`src/rtl/owm_pkg.sv`:
```
package owm_pkg;
  typedef enum logic [1:0] {
    OP_BUSRST = 2'd0,
    OP_WR0    = 2'd1,
    OP_WR1    = 2'd2,
    OP_READ   = 2'd3
  } owm_op_e;
endpackage

```
`src/rtl/owm_sync.sv`:
```
module owm_sync #(
  parameter int STAGES = 2
) (
  input  logic clk,
  input  logic rst_n,
  input  logic d,
  output logic q
);
  logic [STAGES-1:0] chain;
  generate
    if (STAGES == 1) begin : g_one
      always_ff @(posedge clk) begin
        if (!rst_n) chain <= '1;
        else        chain <= d;
      end
    end else begin : g_many
      always_ff @(posedge clk) begin
        if (!rst_n) chain <= '1;
        else        chain <= {chain[STAGES-2:0], d};
      end
    end
  endgenerate
  assign q = chain[STAGES-1];
endmodule

```
`src/rtl/owm_timing.sv`:
```
module owm_timing
  import owm_pkg::*;
#(
  parameter int TW          = 11,
  parameter int S_RST_LOW   = 480,
  parameter int S_PRES_WAIT = 70,
  parameter int S_RST_TAIL  = 410,
  parameter int S_SLOT      = 65,
  parameter int S_W1_LOW    = 6,
  parameter int S_RD_LOW    = 1,
  parameter int S_RD_SAMP   = 13,
  parameter int S_REC       = 5,
  parameter int O_RST_LOW   = 70,
  parameter int O_PRES_WAIT = 9,
  parameter int O_RST_TAIL  = 40,
  parameter int O_SLOT      = 8,
  parameter int O_W1_LOW    = 1,
  parameter int O_RD_LOW    = 1,
  parameter int O_RD_SAMP   = 2,
  parameter int O_REC       = 2
) (
  input  owm_op_e         op,
  input  logic            od,
  output logic [TW-1:0]   low_len,
  output logic [TW-1:0]   samp_pt,
  output logic [TW-1:0]   end_pt,
  output logic            has_samp
);
  localparam int NMODE = 2;
  localparam int RST_LOW  [NMODE] = '{S_RST_LOW, O_RST_LOW};
  localparam int PRES_WT  [NMODE] = '{S_PRES_WAIT, O_PRES_WAIT};
  localparam int RST_TAIL [NMODE] = '{S_RST_TAIL, O_RST_TAIL};
  localparam int SLOT     [NMODE] = '{S_SLOT, O_SLOT};
  localparam int W1_LOW   [NMODE] = '{S_W1_LOW, O_W1_LOW};
  localparam int RD_LOW   [NMODE] = '{S_RD_LOW, O_RD_LOW};
  localparam int RD_SAMP  [NMODE] = '{S_RD_SAMP, O_RD_SAMP};
  localparam int REC      [NMODE] = '{S_REC, O_REC};

  logic [TW-1:0] t_rlow  [NMODE];
  logic [TW-1:0] t_psamp [NMODE];
  logic [TW-1:0] t_rend  [NMODE];
  logic [TW-1:0] t_slot  [NMODE];
  logic [TW-1:0] t_w1    [NMODE];
  logic [TW-1:0] t_rdl   [NMODE];
  logic [TW-1:0] t_rds   [NMODE];
  logic [TW-1:0] t_send  [NMODE];

  generate
    for (genvar m = 0; m < NMODE; m++) begin : g_mode
      assign t_rlow[m]  = TW'(RST_LOW[m]);
      assign t_psamp[m] = TW'(RST_LOW[m] + PRES_WT[m]);
      assign t_rend[m]  = TW'(RST_LOW[m] + PRES_WT[m] + RST_TAIL[m]);
      assign t_slot[m]  = TW'(SLOT[m]);
      assign t_w1[m]    = TW'(W1_LOW[m]);
      assign t_rdl[m]   = TW'(RD_LOW[m]);
      assign t_rds[m]   = TW'(RD_SAMP[m]);
      assign t_send[m]  = TW'(SLOT[m] + REC[m]);
    end
  endgenerate

  logic mi;
  assign mi = od;

  always_comb begin
    low_len  = t_slot[mi];
    samp_pt  = '0;
    end_pt   = t_send[mi];
    has_samp = 1'b0;
    unique case (op)
      OP_BUSRST: begin
        low_len  = t_rlow[mi];
        samp_pt  = t_psamp[mi];
        end_pt   = t_rend[mi];
        has_samp = 1'b1;
      end
      OP_WR0: low_len = t_slot[mi];
      OP_WR1: low_len = t_w1[mi];
      OP_READ: begin
        low_len  = t_rdl[mi];
        samp_pt  = t_rds[mi];
        has_samp = 1'b1;
      end
      default: ;
    endcase
  end
endmodule

```
`src/rtl/owm_engine.sv`:
```
module owm_engine
  import owm_pkg::*;
#(
  parameter int TW = 11
) (
  input  logic          clk,
  input  logic          rst_n,
  input  logic          tick,
  input  logic          od_in,
  input  logic          req_valid,
  input  logic [1:0]    req_op,
  input  logic          line_s,
  input  logic [TW-1:0] low_len,
  input  logic [TW-1:0] samp_pt,
  input  logic [TW-1:0] end_pt,
  input  logic          has_samp,
  output owm_op_e       op_q,
  output logic          od_q,
  output logic          busy,
  output logic          done,
  output logic          line_oe,
  output logic          presence,
  output logic          rd_bit
);
  logic [TW-1:0] elapsed;
  logic [TW-1:0] nxt;
  logic          smp;
  logic          accept;
  logic          at_samp;
  logic          at_end;

  assign accept  = req_valid && !busy;
  assign nxt     = elapsed + 1'b1;
  assign at_samp = has_samp && (nxt == samp_pt);
  assign at_end  = (nxt == end_pt);

  always_ff @(posedge clk) begin
    if (!rst_n) begin
      busy     <= 1'b0;
      done     <= 1'b0;
      line_oe  <= 1'b0;
      elapsed  <= '0;
      op_q     <= OP_BUSRST;
      od_q     <= 1'b0;
      smp      <= 1'b1;
      presence <= 1'b0;
      rd_bit   <= 1'b0;
    end else begin
      done <= 1'b0;
      if (accept) begin
        busy    <= 1'b1;
        line_oe <= 1'b1;
        elapsed <= '0;
        op_q    <= owm_op_e'(req_op);
        od_q    <= od_in;
        smp     <= 1'b1;
      end else if (busy && tick) begin
        elapsed <= nxt;
        line_oe <= (nxt < low_len);
        if (at_samp) smp <= line_s;
        if (at_end) begin
          busy    <= 1'b0;
          done    <= 1'b1;
          line_oe <= 1'b0;
          if (op_q == OP_BUSRST) presence <= !smp;
          if (op_q == OP_READ)   rd_bit   <= smp;
        end
      end
    end
  end
endmodule

```
`src/rtl/owire_master.sv`:
```
module owire_master
  import owm_pkg::*;
#(
  parameter int TW          = 11,
  parameter int SYNC_STAGES = 2
) (
  input  logic       clk,
  input  logic       rst_n,
  input  logic       tick_us,
  input  logic       overdrive,
  input  logic       req_valid,
  output logic       req_ready,
  input  logic [1:0] req_op,
  output logic       done,
  output logic       presence,
  output logic       rd_bit,
  output logic       busy,
  input  logic       line_in,
  output logic       line_oe
);
  owm_op_e       op_q;
  logic          od_q;
  logic          line_s;
  logic [TW-1:0] low_len;
  logic [TW-1:0] samp_pt;
  logic [TW-1:0] end_pt;
  logic          has_samp;

  owm_sync #(.STAGES(SYNC_STAGES)) u_sync (
    .clk(clk), .rst_n(rst_n), .d(line_in), .q(line_s)
  );

  owm_timing #(.TW(TW)) u_time (
    .op(op_q), .od(od_q), .low_len(low_len), .samp_pt(samp_pt),
    .end_pt(end_pt), .has_samp(has_samp)
  );

  owm_engine #(.TW(TW)) u_eng (
    .clk(clk), .rst_n(rst_n), .tick(tick_us), .od_in(overdrive),
    .req_valid(req_valid), .req_op(req_op), .line_s(line_s),
    .low_len(low_len), .samp_pt(samp_pt), .end_pt(end_pt),
    .has_samp(has_samp), .op_q(op_q), .od_q(od_q), .busy(busy),
    .done(done), .line_oe(line_oe), .presence(presence), .rd_bit(rd_bit)
  );

  assign req_ready = !busy;
endmodule

```
`config.mk`:
```
export PLATFORM = sky130hd
export DESIGN_NAME = owire_master
export DESIGN_NICKNAME = d
export VERILOG_FILES = /design/src/rtl/owm_pkg.sv /design/src/rtl/owm_sync.sv /design/src/rtl/owm_timing.sv /design/src/rtl/owm_engine.sv /design/src/rtl/owire_master.sv
export SDC_FILE = /design/constraint.sdc
export NUM_CORES = 1
export LEC_CHECK = 0
export BUFFER_PORTS_ARGS = -buffer_cell sky130_fd_sc_hd__buf_2
export CAP_MARGIN = 20
export CORE_AREA = 2 2 71 56
export CTS_CLUSTER_DIAMETER = 50
export DETAILED_ROUTE_END_ITERATION = 8
export DIE_AREA = 0 0 73 58
export PLACE_DENSITY = 0.74
export SLEW_MARGIN = 40
export SYNTH_ARGS = -nofsm -noshare
export SYNTH_HDL_FRONTEND = slang
export SYNTH_SLANG_ARGS = --single-unit
```
`constraint.sdc`:
```
create_clock -name clk -period 6.5 [get_ports clk]
set_input_delay 0.975 -clock clk [delete_from_list [all_inputs] [get_ports clk]]
set_output_delay 0.975 -clock clk [all_outputs]
set_load 0.02 [all_outputs]
```
==> run summary, run 1 <==
Via density - 5.81
Syn_area_per_cell - 8.08 sq um
Antenna Nets Post-Route - 0
Final hold vios - 0
Post-route clock period utilization - 50.5%
Post-CTS resize count - 0
Synth top cells by count - nor2_1, dfxtp_1, nand2_1, ha_1, xor2_1
Seq/Total Area, Yosys - 24.6%
Row count - 19
Fraction of layout cells with a size suffix above 1 - 10.8%
Diode count - 0
Slew @ Worst Pin - 592 ps
# port buffers - 13
RR Endpoint - u_eng.rd_bit
Post-Layout Inst Area - 1890 sq um
WL final - 4190 microns
Worst path required time - 6640 ps
LEAKAGE - 0.000783 uW
Die width - 73 microns
Number of enable flip-flop cells after synthesis - 0
Largest net degree at the start of global routing - 15
DRT iter0 DRCs - 170
Crit path launch - u_eng.elapsed[0]
Synth area leaders - dfxtp_1, ha_1, xor2_1
Total Routing Usage GR - 21.8%
Min Tclk post-route - 3280 ps
I/O pin count - 14
Hold Buf Count CTS - 0
Final estimated routing congestion in global placement - 0.963
R2R cell count - 10
Initial Utilization - 50.4%
Final Net Count - 248
Worst Path Max Fanout - 14
CP arrival - 3420 ps
CTS H-tree lvls - 1
DP Area - 1830 sq um
Cell Pwr Density - 156 nW/um^2
First-pass GRT wire length - 7130 microns
Vias in the first global route - 1457
Initial antenna violation count - 0
Remaining global-route overflow - 0
Routed wire per std cell - 15.8 microns
CTS root buf - clkbuf_8
Crit path capture - u_eng.rd_bit
Synth Instances - 221
Clock Pin Slew Worst Setup and Hold Paths - 80 ps
Worst clock skew - 3.85 ps
# Post-CTS Setup Buffers - 0
Overall Power - 296 uW
Clock Sinks - 22
Clock Path Buffers - 2
Number of fill cells - 315
Syn-to-layout area delta - 5.74%
Synth Flop Type - dfxtp_1
Drt first pass iters - 4
Slew Limit Fails - 0
Core box area - 3540 sq um
Total CTS buffers - 3
Status - completed
Worst-Skew Late Latency - 270 ps
CP Launch Type - register
Net count after synthesis - 245
Mapped cell area - 1790 sq um
Hold depth - 1
TritonCTS clock tree - done
Max Freq - 305 MHz
Die ar. - 4230 sq um
Slew headroom - 60.3%
Area share of the largest cell type after synthesis - 24.6%
Peak supply drop - 0.0850 mV
Flops & latches, synth - 22
Library cell with the highest instance count after synthesis - nor2_1
Post-DP HPWL - 3200 microns
Synth area leader - dfxtp_1
Via count - 1540
RSZ-0062 raised after global routing - false
Post-synthesis cell type count - 53
Classification of the worst setup path - reg2reg
Setup TNS - 0 ps
Ys Warns - 0
Die Ht - 58 microns
Worst Setup End Kind - register
DRC - 0
Setup violators final - 0
Async SR Flop Fraction - 0%
Number of max-cap violations - 0
Reg-to-reg slack, setup - 3220 ps
Worst Hold Class - reg2reg
Worst r2r src - u_eng.elapsed[0]
## worst max-delay path, stage by stage (launching register included)
cell	delay [ps]
dfxtp_1	540
ha_1	530
nand3_1	120
or2_2	320
xnor2_1	130
ha_1	320
nand4_1	90
nor4b_1	330
o211ai_1	260
o311ai_0	390
o41ai_1	130
## layout make-up
type / count / area [sq um] / area share, %
Inverter: 8 / 30.0 / 1.59
Multi-Input combinational cell: 176 / 1250 / 66.0
Sequential cell: 22 / 440 / 23.3
Clock buffer: 4 / 55.1 / 2.91
Timing Repair Buffer: 13 / 65.1 / 3.44
Tap cell: 42 / 52.6 / 2.78
## sequential cells by signal, summed over array words and instances (netlist names)
signal / cells
u_eng.op_q: 2
u_eng.line_oe: 1
u_eng.presence: 1
u_eng.elapsed: 11
u_eng.busy: 1
u_eng.done: 1
u_sync.chain: 2
u_eng.smp: 1
u_eng.od_q: 1
u_eng.rd_bit: 1
## kinds of logic after synthesis
group	count (synthesis)	synth area share [%]
mux	3	1.75
simple gates	96	29.6
xor+xnor	24	13.4
compound gates	37	13.7
fa+ha+maj	16	11.2
buf+inv	23	5.60
flops	22	24.6
## where the power goes
part | switching (uW) | internal, uW | total (uW)
clock | 48.0 | 54.2 | 102
sequential | 4.36 | 138 | 142
combinational | 31.4 | 19.5 | 50.9
## how the worst min path moves through the flow
stage / startpoint / endpoint / slack, ps
CTS: u_sync.chain[0] / u_sync.chain[1] / 430
global route: u_sync.chain[0] / u_sync.chain[1] / 450
floorplan: u_sync.chain[0] / u_sync.chain[1] / 390
detailed placement: u_sync.chain[0] / u_sync.chain[1] / 400
finish: u_sync.chain[0] / u_sync.chain[1] / 430
global placement: u_sync.chain[0] / u_sync.chain[1] / 410
## through the flow
stage                     setup WS [ps]  utilization, %  instances  hold slack (ps)
after floorplan                    3760               -        221              386
after global placement             3480            51.8        261              410
after detailed placement           3330            51.8        261              401
after CTS                          3290            53.3        265              427
after global routing               2890            53.3        265              450
final                              3220            53.3        265              425
## layer usage
layer	up-vias	global-route usage (%)	wire length, microns
li1	780	-	-
met1	700	32.2	2050
met2	53	32.7	1810
met3	7	4.52	288
met4	0	5.03	44
met5	-	0	0
## placed cells by master (no fill, tap or decap), drive strengths merged, types with 4 or more instances in the layout
master  count
dfxtp      22
ha         16
nand2b      6
buf        13
xor2       14
nand3       7
a21oi      13
nand4       4
nor3       10
nor2       25
nand2      18
clkbuf      4
o21ai       5
xnor2       8
inv         8
nor2b       5
(Power assumes the default switching activity.)
==> run 2, diff against run 1 <==
--- a/config.mk
+++ b/config.mk
@@ -11,7 +11,7 @@
 export CTS_CLUSTER_DIAMETER = 50
 export DETAILED_ROUTE_END_ITERATION = 8
 export DIE_AREA = 0 0 73 58
-export PLACE_DENSITY = 0.74
+export PLACE_DENSITY = 0.77
 export SLEW_MARGIN = 40
 export SYNTH_ARGS = -nofsm -noshare
 export SYNTH_HDL_FRONTEND = slang
==> constraint.sdc (replaced) <==
create_clock -name clk -period 2.8 [get_ports clk]
set_input_delay 0.42 -clock clk [delete_from_list [all_inputs] [get_ports clk]]
set_output_delay 0.42 -clock clk [all_outputs]
set_load 0.02 [all_outputs]
==> run 2 against run 1 <==
Register-to-register slack worse by 3100 ps. Sequential cell count unchanged. Via count up 6.1%. Critical path type unchanged. Largest cell class unchanged. Highest routed layer unchanged.
==> run summary, run 2 (same netlist as run 1, synthesis figures left out) <==
Status - completed
Sequential power share - 47.5%
Worst Setup End Kind - register
Via density - 5.79
Post-route clock period utilization - 94.6%
Diode count - 0
Peak supply drop - 0.270 mV
Worst Hold Class - in2reg
Cell Pwr Density - 339 nW/um^2
Syn-to-layout area delta - 14.5%
Top reg by flops - u_eng.elapsed
Number of max-cap violations - 0
Switch share - 28.2%
DRT iter0 DRCs - 115
CTS H-tree lvls - 1
CTS root buf - clkbuf_8
Slew @ Worst Pin - 738 ps
NetSw - 195 uW
Most common cell after layout, fill and taps aside - nor2_1
Worst r2r src - u_eng.op_q[0]
Antenna Nets Post-Route - 0
# port buffers - 13
Die ar. - 4230 sq um
Final hold vios - 0
Max stage delay on crit path - 380 ps
Clock power share - 34.1%
Slew headroom - 50.5%
Internal - 498 uW
Reg-to-reg slack, setup - 150 ps
Clock Sinks - 22
Final Net Count - 265
Biggest regs - u_eng.elapsed (11), u_eng.op_q (2), u_sync.chain (2)
Routed wire per std cell - 14.7 microns
Final estimated routing congestion in global placement - 1.02
Min Tclk post-route - 2650 ps
Post-Layout Inst Area - 2050 sq um
Initial Utilization - 50.4%
Worst-Skew Late Latency - 280 ps
Slew Limit Fails - 0
Clock Path Buffers - 2
Classification of the worst setup path - reg2reg
CP arrival - 2810 ps
LEAKAGE - 0.000870 uW
Hold Buf Count CTS - 0
Total CTS buffers - 3
Post-DP HPWL - 3180 microns
Die width - 73 microns
RR Endpoint - u_eng.line_oe
CP Launch Type - register
Most frequent cells in the layout - nor2_1, dfxtp_1, nand2_1
I/O pin count - 14
Largest register FFs - 11
DRC - 0
Setup violators final - 0
Endpoint of the worst hold path - u_sync.chain[0]
Worst Path Max Fanout - 7
Largest net degree at the start of global routing - 15
Worst clock skew - 10.6 ps
Die Ht - 58 microns
TritonCTS clock tree - done
Cells along the critical path - inv_1 > ha_2 > inv_1 > and3_1 > a21oi_1 > ha_1 > a21boi_0 > o21a_1 > o21ai_0 > a21oi_1 > o41ai_1
Drt first pass iters - 4
Fraction of layout cells with a size suffix above 1 - 19.6%
Max Freq - 377 MHz
DP Area - 1950 sq um
R2R cell count - 11
Comb pwr share - 18.5%
Clock Pin Slew Worst Setup and Hold Paths - 90 ps
Remaining global-route overflow - 0
Hold depth - 2
Core box area - 3540 sq um
Fin util - 57.8%
Critical hold path startpoint - line_in
Row count - 19
Crit path max-delay cell type - o41ai_1
Vias in the first global route - 1495
First-pass GRT wire length - 7170 microns
Via count - 1634
Initial antenna violation count - 0
Total Routing Usage GR - 21.9%
Worst path required time - 2960 ps
WL final - 4150 microns
[run 2: changes by cell type in the layout (fill, tap and decap cells not counted), sizes merged]
cell / change
buf: +17
[run 2: through the flow]
| stage | TNS [ps] | std cells | setup slack (ps) | power, uW | hold WS [ps] |
|---|---|---|---|---|---|
| floorplan | 0 | 221 | 60.0 | 421 | 386 |
| global placement | 0 | 276 | 122 | 455 | 404 |
| global route | -53.2 | 282 | -36.2 | 725 | 324 |
| CTS | 0 | 280 | 59.4 | 693 | 333 |
| finish | 0 | 282 | 150 | 693 | 335 |
| detailed placement | 0 | 276 | 101 | 457 | 402 |
[run 2: worst max path at each step]
| stage | startpoint | to | slack [ps] | depth (start not counted) |
|---|---|---|---|---|
| 5_1_grt | u_eng.elapsed[0] | u_eng.line_oe | -40 | 9 |
| 3_5_place_dp | u_eng.op_q[0] | u_eng.presence | 100 | 8 |
| 3_3_place_gp | u_eng.op_q[0] | u_eng.presence | 120 | 8 |
| 2_1_floorplan | u_eng.elapsed[1] | u_eng.rd_bit | 60 | 11 |
| 4_1_cts | u_eng.op_q[0] | u_eng.presence | 60 | 8 |
| 6_report | u_eng.op_q[0] | u_eng.line_oe | 150 | 11 |
[run 2: cell type report]
class                      instances  area [sq um]
fill                             313          1500
multi-input combinational        176          1270
sequential                        22           440
timing repair buffer              30           193
clock buffer                       4          55.1
tap                               42          52.6
inverter                           8          30.0
[run 2: power groups by stage]
stage	combinational, uW	sequential (uW)	clock, uW
after floorplan	83.7	337	0
after global placement	119	336	0
after detailed placement	121	336	0
after CTS	122	329	242
after global routing	141	330	254
final	128	329	236
[run 2: worst max-delay path, delay by kind of cell (launching register included)]
kind | cells | cell delay, ps
adder cells (fa/ha/maj) | 2 | 530
AND/OR/NAND/NOR | 1 | 210
AO/OA/AOI/OAI | 6 | 1180
flip-flops | 1 | 340
buffers and inverters | 2 | 260
[run 2: timing repair]
item	CTS	global route
setup buffers	0	2
setup endpoints to repair	0	5
gates resized for setup	0	8
[run 2: metal layers]
layer  global-route usage, %  share of wire, %
met5                       0                 0
met4                    7.14               1.3
met3                    4.00               6.1
met2                    30.9                41
met1                    33.4                51
